[src/rtl/llr_rt_pkg.sv]
package llr_rt_pkg;

   typedef enum logic {
      RT_DIRECT = 1'b0,
      RT_PERM   = 1'b1
   } rt_mode_e;

   // Width of a bank index for a given port count.
   function automatic int bank_bits(input int nport);
      return (nport > 1) ? $clog2(nport) : 1;
   endfunction

endpackage

[src/rtl/llr_rt_split.sv]
// Per-port address splitter: bank index and row from a direct or permuted address.
module llr_rt_split
   import llr_rt_pkg::*;
#(
   parameter int NPORT   = 4,
   parameter int ROW_W   = 4,
   parameter int PORT_ID = 0,
   localparam int BANK_W = bank_bits(NPORT),
   localparam int ADDR_W = ROW_W + BANK_W
) (
   input  logic              mode_i,
   input  logic [ROW_W:0]    sub_len_i,
   input  logic [ADDR_W-1:0] addr_i,
   output logic [BANK_W-1:0] bank_o,
   output logic [ROW_W-1:0]  row_o,
   output logic              range_err_o
);

   localparam logic [ROW_W:0] DEPTH_V = (ROW_W+1)'(1 << ROW_W);

   logic [ADDR_W:0]   mult [NPORT+1];
   logic [ADDR_W:0]   a_ext;
   logic [BANK_W-1:0] perm_bank;

   assign a_ext = {1'b0, addr_i};

   for (genvar k = 0; k <= NPORT; k++) begin : g_mult
      assign mult[k] = (ADDR_W+1)'(k) * {{BANK_W{1'b0}}, sub_len_i};
   end

   always_comb begin
      perm_bank = '0;
      for (int k = 1; k < NPORT; k++) begin
         if (a_ext >= mult[k]) perm_bank = BANK_W'(k);
      end
   end

   always_comb begin
      if (rt_mode_e'(mode_i) == RT_PERM) begin
         bank_o      = perm_bank;
         row_o       = ROW_W'(a_ext - mult[perm_bank]);
         range_err_o = (a_ext >= mult[NPORT]) || (sub_len_i > DEPTH_V);
      end else begin
         bank_o      = BANK_W'(PORT_ID);
         row_o       = addr_i[ROW_W-1:0];
         range_err_o = 1'b0;
      end
   end

endmodule

[src/rtl/llr_rt_bank.sv]
// One independent single-port bank with registered read.
module llr_rt_bank #(
   parameter int DATA_W = 8,
   parameter int ROW_W  = 4,
   localparam int DEPTH = 1 << ROW_W
) (
   input  logic              clk_i,
   input  logic              we_i,
   input  logic              re_i,
   input  logic [ROW_W-1:0]  row_i,
   input  logic [DATA_W-1:0] wdata_i,
   output logic [DATA_W-1:0] rdata_o
);

   logic [DATA_W-1:0] mem [DEPTH];

   always_ff @(posedge clk_i) begin
      if (we_i) mem[row_i] <= wdata_i;
      if (re_i) rdata_o <= mem[row_i];
   end

endmodule

[src/rtl/llr_bank_router.sv]
module llr_bank_router
   import llr_rt_pkg::*;
#(
   parameter int NPORT  = 4,
   parameter int DATA_W = 8,
   parameter int ROW_W  = 4,
   localparam int BANK_W = bank_bits(NPORT),
   localparam int ADDR_W = ROW_W + BANK_W
) (
   input  logic                    clk_i,
   input  logic                    rst_i,
   input  logic                    mode_i,
   input  logic [ROW_W:0]          sub_len_i,
   input  logic [NPORT-1:0]        req_i,
   input  logic [NPORT-1:0]        wr_i,
   input  logic [NPORT*ADDR_W-1:0] addr_i,
   input  logic [NPORT*DATA_W-1:0] wdata_i,
   output logic [NPORT*DATA_W-1:0] rdata_o,
   output logic [NPORT-1:0]        rvalid_o,
   output logic                    fault_o
);

   if (NPORT < 2 || NPORT > 4) begin : g_bad_nport
      $error("llr_bank_router: NPORT must lie in 2..4");
   end
   if (ROW_W < 1 || DATA_W < 1) begin : g_bad_width
      $error("llr_bank_router: ROW_W and DATA_W must be positive");
   end

   logic [BANK_W-1:0] bsel  [NPORT];
   logic [ROW_W-1:0]  rsel  [NPORT];
   logic [NPORT-1:0]  rerr;
   logic [NPORT-1:0]  hit   [NPORT];
   logic [NPORT-1:0]  multi;
   logic              fault;

   logic [ROW_W-1:0]  b_row [NPORT];
   logic [DATA_W-1:0] b_wd  [NPORT];
   logic [NPORT-1:0]  b_wr, b_any, b_we, b_re;
   logic [DATA_W-1:0] b_q   [NPORT];

   logic [BANK_W-1:0] sel_q [NPORT];
   logic [NPORT-1:0]  rvalid_q;

   // Address split, one per port.
   for (genvar j = 0; j < NPORT; j++) begin : g_port
      llr_rt_split #(
         .NPORT   (NPORT),
         .ROW_W   (ROW_W),
         .PORT_ID (j)
      ) i_split (
         .mode_i      (mode_i),
         .sub_len_i   (sub_len_i),
         .addr_i      (addr_i[j*ADDR_W +: ADDR_W]),
         .bank_o      (bsel[j]),
         .row_o       (rsel[j]),
         .range_err_o (rerr[j])
      );
   end

   // Forward crossbar: which port drives which bank, and collision detection.
   always_comb begin
      for (int b = 0; b < NPORT; b++) begin
         for (int j = 0; j < NPORT; j++) begin
            hit[b][j] = req_i[j] && (bsel[j] == BANK_W'(b));
         end
         multi[b] = |(hit[b] & (hit[b] - NPORT'(1)));
      end
   end

   assign fault = (|(rerr & req_i)) || (|multi);

   always_comb begin
      for (int b = 0; b < NPORT; b++) begin
         b_row[b] = '0;
         b_wd[b]  = '0;
         b_wr[b]  = 1'b0;
         b_any[b] = 1'b0;
         for (int j = NPORT - 1; j >= 0; j--) begin
            if (hit[b][j]) begin
               b_row[b] = rsel[j];
               b_wd[b]  = wdata_i[j*DATA_W +: DATA_W];
               b_wr[b]  = wr_i[j];
               b_any[b] = 1'b1;
            end
         end
         b_we[b] = b_any[b] &&  b_wr[b] && !fault;
         b_re[b] = b_any[b] && !b_wr[b] && !fault;
      end
   end

   for (genvar b = 0; b < NPORT; b++) begin : g_bank
      llr_rt_bank #(
         .DATA_W (DATA_W),
         .ROW_W  (ROW_W)
      ) i_bank (
         .clk_i   (clk_i),
         .we_i    (b_we[b]),
         .re_i    (b_re[b]),
         .row_i   (b_row[b]),
         .wdata_i (b_wd[b]),
         .rdata_o (b_q[b])
      );
   end

   // Return crossbar: bank choice registered alongside the request.
   always_ff @(posedge clk_i) begin
      for (int j = 0; j < NPORT; j++) sel_q[j] <= bsel[j];
   end

   always_ff @(posedge clk_i) begin
      if (rst_i) rvalid_q <= '0;
      else       rvalid_q <= req_i & ~wr_i & {NPORT{!fault}};
   end

   for (genvar j = 0; j < NPORT; j++) begin : g_ret
      assign rdata_o[j*DATA_W +: DATA_W] = b_q[sel_q[j]];
   end

   assign rvalid_o = rvalid_q;
   assign fault_o  = fault;

endmodule

[config.mk]
export PLATFORM = sky130hd
export DESIGN_NAME = llr_bank_router
export DESIGN_NICKNAME = d
export VERILOG_FILES = /design/src/rtl/llr_rt_pkg.sv /design/src/rtl/llr_rt_split.sv /design/src/rtl/llr_rt_bank.sv /design/src/rtl/llr_bank_router.sv
export SDC_FILE = /design/constraint.sdc
export NUM_CORES = 1
export LEC_CHECK = 0
export BUFFER_PORTS_ARGS = -buffer_cell sky130_fd_sc_hd__buf_2
export CORE_MARGIN = 1.5
export CORE_UTILIZATION = 50
export DETAILED_ROUTE_END_ITERATION = 10
export PLACE_DENSITY = 0.67
export SETUP_SLACK_MARGIN = 0.3
export SLEW_MARGIN = 20
export SYNTH_ARGS = -nofsm -noshare
export SYNTH_HDL_FRONTEND = slang
export SYNTH_SLANG_ARGS = --single-unit
[constraint.sdc]
create_clock -name clk_i -period 8.5 [get_ports clk_i]
set_input_delay 0.425 -clock clk_i [delete_from_list [all_inputs] [get_ports clk_i]]
set_output_delay 0.425 -clock clk_i [all_outputs]
set_load 0.03 [all_outputs]
After elaboration in Yosys (flattened, before gate mapping). Memories as Yosys holds them, arrays and structs flattened. A register that Yosys moved wholly into a read port is not among the register bits. Cells that the tools add are included.

Add/sub/neg operators: 8. $mul: 1. Order comparisons: 25. Eq/ne operators: 12. Muxes and demuxes: 120. Bitwise logic cells: 16. Reduce and logical (&&, ||, !) cells: 48.

Operators with widths (count): $mux W8 (24); $mux W4 (28); $bmux W7 S3 (4); $bmux W8 S2 (4); $ge A6 B7 Y1 (8); $mux W1 (48); $logic_and A1 B1 Y1 (32); $and A4 B4 Y4 (7); $ge A6 B5 Y1 (4); $ge A6 B6 Y1 (4); $mux W2 (12); $not A2 Y3 (8); $eq A2 B2 Y1 const B (8); $ge A3 B4 Y1 const B (4); $reduce_or A16 Y1 (1); $sub A4 B1 Y4 const B (4); $sub A4 B4 Y4 (4); $ge A3 B3 Y1 const B (4); $eq A2 B1 Y1 const B (4); $logic_not A2 Y1 (4); $mul A2 B5 Y7 const A (1); $gt A5 B5 Y1 const B (1); $logic_not A1 Y1 (5); $logic_or A1 B1 Y1 (5); 2 further kinds (2).

Bits in registers: 4. Bits in writable memories: 520. Input bits: 72. Output and inout bits: 37. Logic and storage cells: 236. Memories: 5.

Memories: g_bank[0].i_bank.mem (words 16, bits a word 8, rd ports 1, clocked after memory_dff 1, wr ports 1, line llr_rt_bank.sv:15) `logic [DATA_W-1:0] mem [DEPTH];`; g_bank[1].i_bank.mem (words 16, bits a word 8, rd ports 1, clocked after memory_dff 1, wr ports 1, line llr_rt_bank.sv:15); g_bank[2].i_bank.mem (words 16, bits a word 8, rd ports 1, clocked after memory_dff 1, wr ports 1, line llr_rt_bank.sv:15); g_bank[3].i_bank.mem (words 16, bits a word 8, rd ports 1, clocked after memory_dff 1, wr ports 1, line llr_rt_bank.sv:15); sel_q (words 4, bits a word 2, rd ports 4, clocked after memory_dff 0, wr ports 4, line llr_bank_router.sv:42) `logic [BANK_W-1:0] sel_q [NPORT];`.

Logic depth before layout (Yosys ltp).
Depth in word-level cells: 15. Gate-level depth with buffers: 28. Depth with buffers taken out: 25.

Modules after synthesis. Synthesis repeated with hierarchy kept, for this count alone.

Cells, all modules: 1806. Area, all modules: 27435.1 um2.

Modules (own cells, without submodules): llr_rt_bank (times used 4, cells each 230, area each 5147.4 um2, sequential area each 4083.9 um2); llr_bank_router (times used 1, cells each 403, area each 3052.9 um2, sequential area each 240.2 um2); llr_rt_split (g_port[3].i_split) (times used 1, cells each 119, area each 967.2 um2, sequential area each 0.0 um2); llr_rt_split (g_port[0].i_split) (times used 1, cells each 122, area each 945.9 um2, sequential area each 0.0 um2); llr_rt_split (g_port[1].i_split) (times used 1, cells each 122, area each 943.4 um2, sequential area each 0.0 um2); llr_rt_split (g_port[2].i_split) (times used 1, cells each 120, area each 935.9 um2, sequential area each 0.0 um2).

Worst setup path after synthesis. OpenSTA, ideal clock, no wires.

Path type: input port to flip-flop. Start: input port sub_len_i[3]. End: memory g_bank[2].i_bank.mem[10][0] (enable). Setup time: 373 ps. Arrival: 5849 ps. Required time: 8127 ps. Path slack: 2278 ps. Stages on the path: 22. Path buffers: 2. Cells stage by stage: clkbuf_1 inv_1 ha_1 xor2_1 inv_1 ha_1 a21o_1 a221oi_4 nor2_1 or2_2 and2_1 ha_1 fa_1 xnor2_1 mux2i_1 inv_1 a221o_1 a31oi_1 clkbuf_1 inv_1 nor3_1 nor2b_1.

Word-level cells in the longest chain between the ends: 15. Elaborated cells between the ends (all ways): 127. Classes of those cells: 8 x add/sub; 1 x mul; 17 x order compare; 12 x eq/ne; 50 x mux; 9 x bitwise; 30 x reduce/logical.

Ends and longest elaborated chain: start: declaration (line llr_bank_router.sv:13) `input logic [ROW_W:0] sub_len_i,`; branches (longest 15 deep; another with $mul A2 B5 Y7); end: declaration (line llr_rt_bank.sv:15).

Parallel ways; which one is timed is not known. The select of a mux whose other input is x is not followed.

Worst setup path in the final report.
Start: input port sub_len_i[0]. End: memory g_bank[1].i_bank.mem[3][2] (enable).

Word-level cells in the longest chain between the ends: 15. Elaborated cells between the ends (all ways): 127. Classes of those cells: 8 x add/sub; 1 x mul; 17 x order compare; 12 x eq/ne; 50 x mux; 9 x bitwise; 30 x reduce/logical.

Ends and longest elaborated chain (line): branches (longest 15 deep; another with $mul A2 B5 Y7); end: declaration (llr_rt_bank.sv:15).

Parallel ways; which one is timed is not known. The select of a mux whose other input is x is not followed.

==> flow_summary.ini <==
[cts]
clockRootBuffer = clkbuf_16
cts_num_sinks = 556
cts_buffers = 58
clk_path_buf_depth = 3
cts_resized = 0
path_clk_slew_ns = 0.06
post-cts-setup-buffer-count = 0
holdBufCountCts = 0
htreeDepth = 2
clock_latency_ns = 0.63
cts_tree = built

[placed_design]
port_buffers = 108
hpwl_um = 60300
place.gp.congestion = 0.969

[synthesis]
netlist_top_cells_count = edfxtp_1, mux2i_1, nand2_1
synth-simple-area-share_pct = 11.8
synth_mux_area_share_pct = 12.7
seq_area_frac_synth_pct = 56.2
synthAdderAreaFrac_pct = 4.07
synth_seq_cells = 556
synthXorXnorAreaFrac_pct = 0.361
synth-compound-area-share_pct = 12.0
netlist.area_leader.share_pct = 55.4
synth-main-ff-cell = edfxtp_1
async_reset_ff_share_pct = 0
syn_nets = 2509
post-synth-top-count-cell = edfxtp_1
synthCells = 2345
synth_area_leaders = edfxtp_1, mux2i_1, mux4_2, ha_1, nand3_1
syn_avg_cell_area_um2 = 12.6
synth_top_family_by_area = multiplexers
synth_edf_count = 544
synth.distinct_cells = 85
synth_warnings = 0
syn_area_mm2 = 0.0295
synth_area_leader_cell = edfxtp_1

[grt]
antenna_found_initial = 24
grt_pass1_wl_um = 131000
grt_pass1_vias = 20768
grt_max_degree = 129
track_usage_pct = 29.0
overflow = 0

[die]
rows = 88
io_pins = 109
fp.coreArea_mm2 = 0.0580
die-area_mm2 = 0.0604
initial_utilization_pct = 50.8
die_w_um = 246
die_h_um = 246

[worst_setup_path]
path_cells = buf_2, ha_1, fa_1, xor2_1, inv_1, ha_1, a21o_1, a221o_1, nand2_1, nor2_1, a21o_1, inv_1, ha_1, nor2b_1, o21a_1, nor2_1, nor2_1, o211a_1, a311oi_1, xor2_1, a22oi_2, nand2_4, nand4_1, nor2_1
worst-setup-path-type = in2reg
cpMostUsedCell = nor2_1
critPathMaxStageDelay_ns = 0.82
worstSetupStartpointType = input port
crit_path_max_fanout = 42
crit_path_end_kind = flop
critical_path_buf_inv_count = 3
cp_slowest_cell = nor2_1
cp_data_arrival_time_ns = 7.51
cp_top_family = simple AND/OR/NAND/NOR gates
required_ns = 8.74

[detailed_routing]
post_drt_via_cell_ratio = 6.56
wire_per_inst_um = 27.0
ant_nets = 0
vias = 21270
drt_iter0_drc = 2615
firstDrtPassIters = 6
wl_um = 87400
drc = 0

[sta]
finClkSkew_ns = 0.0190
fin_crit_sh_pct = 85.5
fin_tns_setup_ns = 0
hold_violations = 0
worst_hold_slack_ns = 0.0399
rsz0062_at_grt = false
setup_viol = 0
maxSlewHeadroom_pct = 25.4
period_minus_slack_ns = 7.27
slew_viol_final = 0
fmax_mhz = 138
tightest_slew_ns = 1.12

[final_layout]
drive_above_1_share_pct = 16.9
multi_input_area_mm2 = 0.0123
seq_area_mm2 = 0.0166
nFillCells = 4617
utilization_pct = 57.4
syn2layout_area_growth_pct = 12.9
fin_nets = 2580

[power_and_ir_drop]
p_per_area_mw_per_mm2 = 241
cellLeakagePower_uw = 0.0116
vdd_ir_drop_max_v = 0.000336

[flow_run]
maxCapViolations = 0

[hold_path]
hold_path_class = in2reg

[outcome]
outcome = complete, no violations
[registers in the layout (all words and copies together), names as in the netlist]
| register | count |
|---|---|
| g_bank.i_bank.mem | 512 |
| g_bank.i_bank.rdata_o | 32 |
| sel_q | 8 |
| rvalid_o | 4 |
[cell usage in the layout, fill, tap and decap left out, drive strengths merged, types with 9 or more instances in the layout]
master | synthesis | layout
a21o | 24 | 24
and3 | 68 | 68
a2bb2oi | 32 | 32
clkinvlp | 0 | 10
nor3 | 24 | 24
o211a | 12 | 12
diode | 0 | 12
o21a | 16 | 16
and2 | 13 | 13
clkinv | 2 | 18
buf | 62 | 176
inv | 40 | 42
a221o | 23 | 23
o211ai | 36 | 36
nand4 | 104 | 104
nand2 | 146 | 146
mux2 | 9 | 9
dfxtp | 12 | 12
bufinv | 0 | 16
ha | 87 | 87
clkbuf | 103 | 65
mux4 | 64 | 64
edfxtp | 544 | 544
a211o | 9 | 9
mux2i | 220 | 220
o21ai | 101 | 101
nor2 | 112 | 112
o22ai | 26 | 26
nor2b | 29 | 29
nand3 | 133 | 133
a211oi | 40 | 40
a21oi | 118 | 118
a221oi | 16 | 16
nand2b | 15 | 15
[worst register-to-register path, delay by kind of cell (launching register included)]
| family | cells | cell delay [ns] |
|---|---|---|
| AOI/OAI and AO/OA | 4 | 0.90 |
| DFF | 1 | 0.38 |
| and+or+nand+nor | 2 | 0.29 |
[per-layer routing]
metal,GRT usage [%],up-vias,share of wire [%]
met5,0,-,0.13
met4,11.2,18,3.9
met3,6.83,219,10
met2,46.1,1124,46
met1,38.5,10449,40
li1,-,9460,-
[metrics by stage]
stage / cell area (um2) / cells / setup slack, ns / total power (uW)
3_5_place_dp: 31000 / 3121 / 0.795 / 5170
5_1_grt: 33300 / 3235 / 0.815 / 8260
6_report: 33300 / 3242 / 1.23 / 8010
2_1_floorplan: 29500 / 2345 / 2.28 / 4550
4_1_cts: 33200 / 3230 / 1.40 / 8000
3_3_place_gp: 31000 / 3121 / 0.984 / 5140
[final cells by class]
| type | count | area share (%) |
|---|---|---|
| inverter | 42 | 0.474 |
| multi-input combinational | 1582 | 37.0 |
| timing repair buffer | 176 | 3.21 |
| clock inverter | 44 | 2.06 |
| tap | 765 | 2.88 |
| sequential | 556 | 49.8 |
| antenna | 12 | 0.0902 |
| clock buffer | 65 | 4.50 |
[path summary, 6_finish.rpt]
path / from / end / slack (ns) / cells past startpoint
worst max-delay path: sub_len_i[0] / g_bank[1].i_bank.mem[3][2]$_DFFE_PP_ / 1.23 / 24
worst min-delay path: rst_i / rvalid_o[1]$_SDFF_PP0_ / 0.04 / 2
worst max register to register: g_bank[2].i_bank.mem[14][3]$_DFFE_PP_ / g_bank[2].i_bank.rdata_o[3]$_DFFE_PP_ / 6.69 / 6
worst min register to register: g_bank[1].i_bank.mem[10][4]$_DFFE_PP_ / g_bank[1].i_bank.rdata_o[4]$_DFFE_PP_ / 0.78 / 4
[logic make-up (layout without fill, tap and decap cells)]
logic type      Yosys count  after routing
simple gates            679            679
flops                   556            556
compound gates          507            507
mux                     293            293
buf+inv                 207            327
fa+ha+maj                93             93
xor+xnor                 10             10
other cells               0             12
[where the power goes]
group | switching [uW] | internal (uW) | leakage [uW] | total [uW]
clock network | 1090 | 1770 | 0.00103 | 2850
registers | 70.5 | 3180 | 0.00440 | 3250
logic | 1240 | 665 | 0.00615 | 1900
Note: power is estimated with default switching activity, not from simulation.
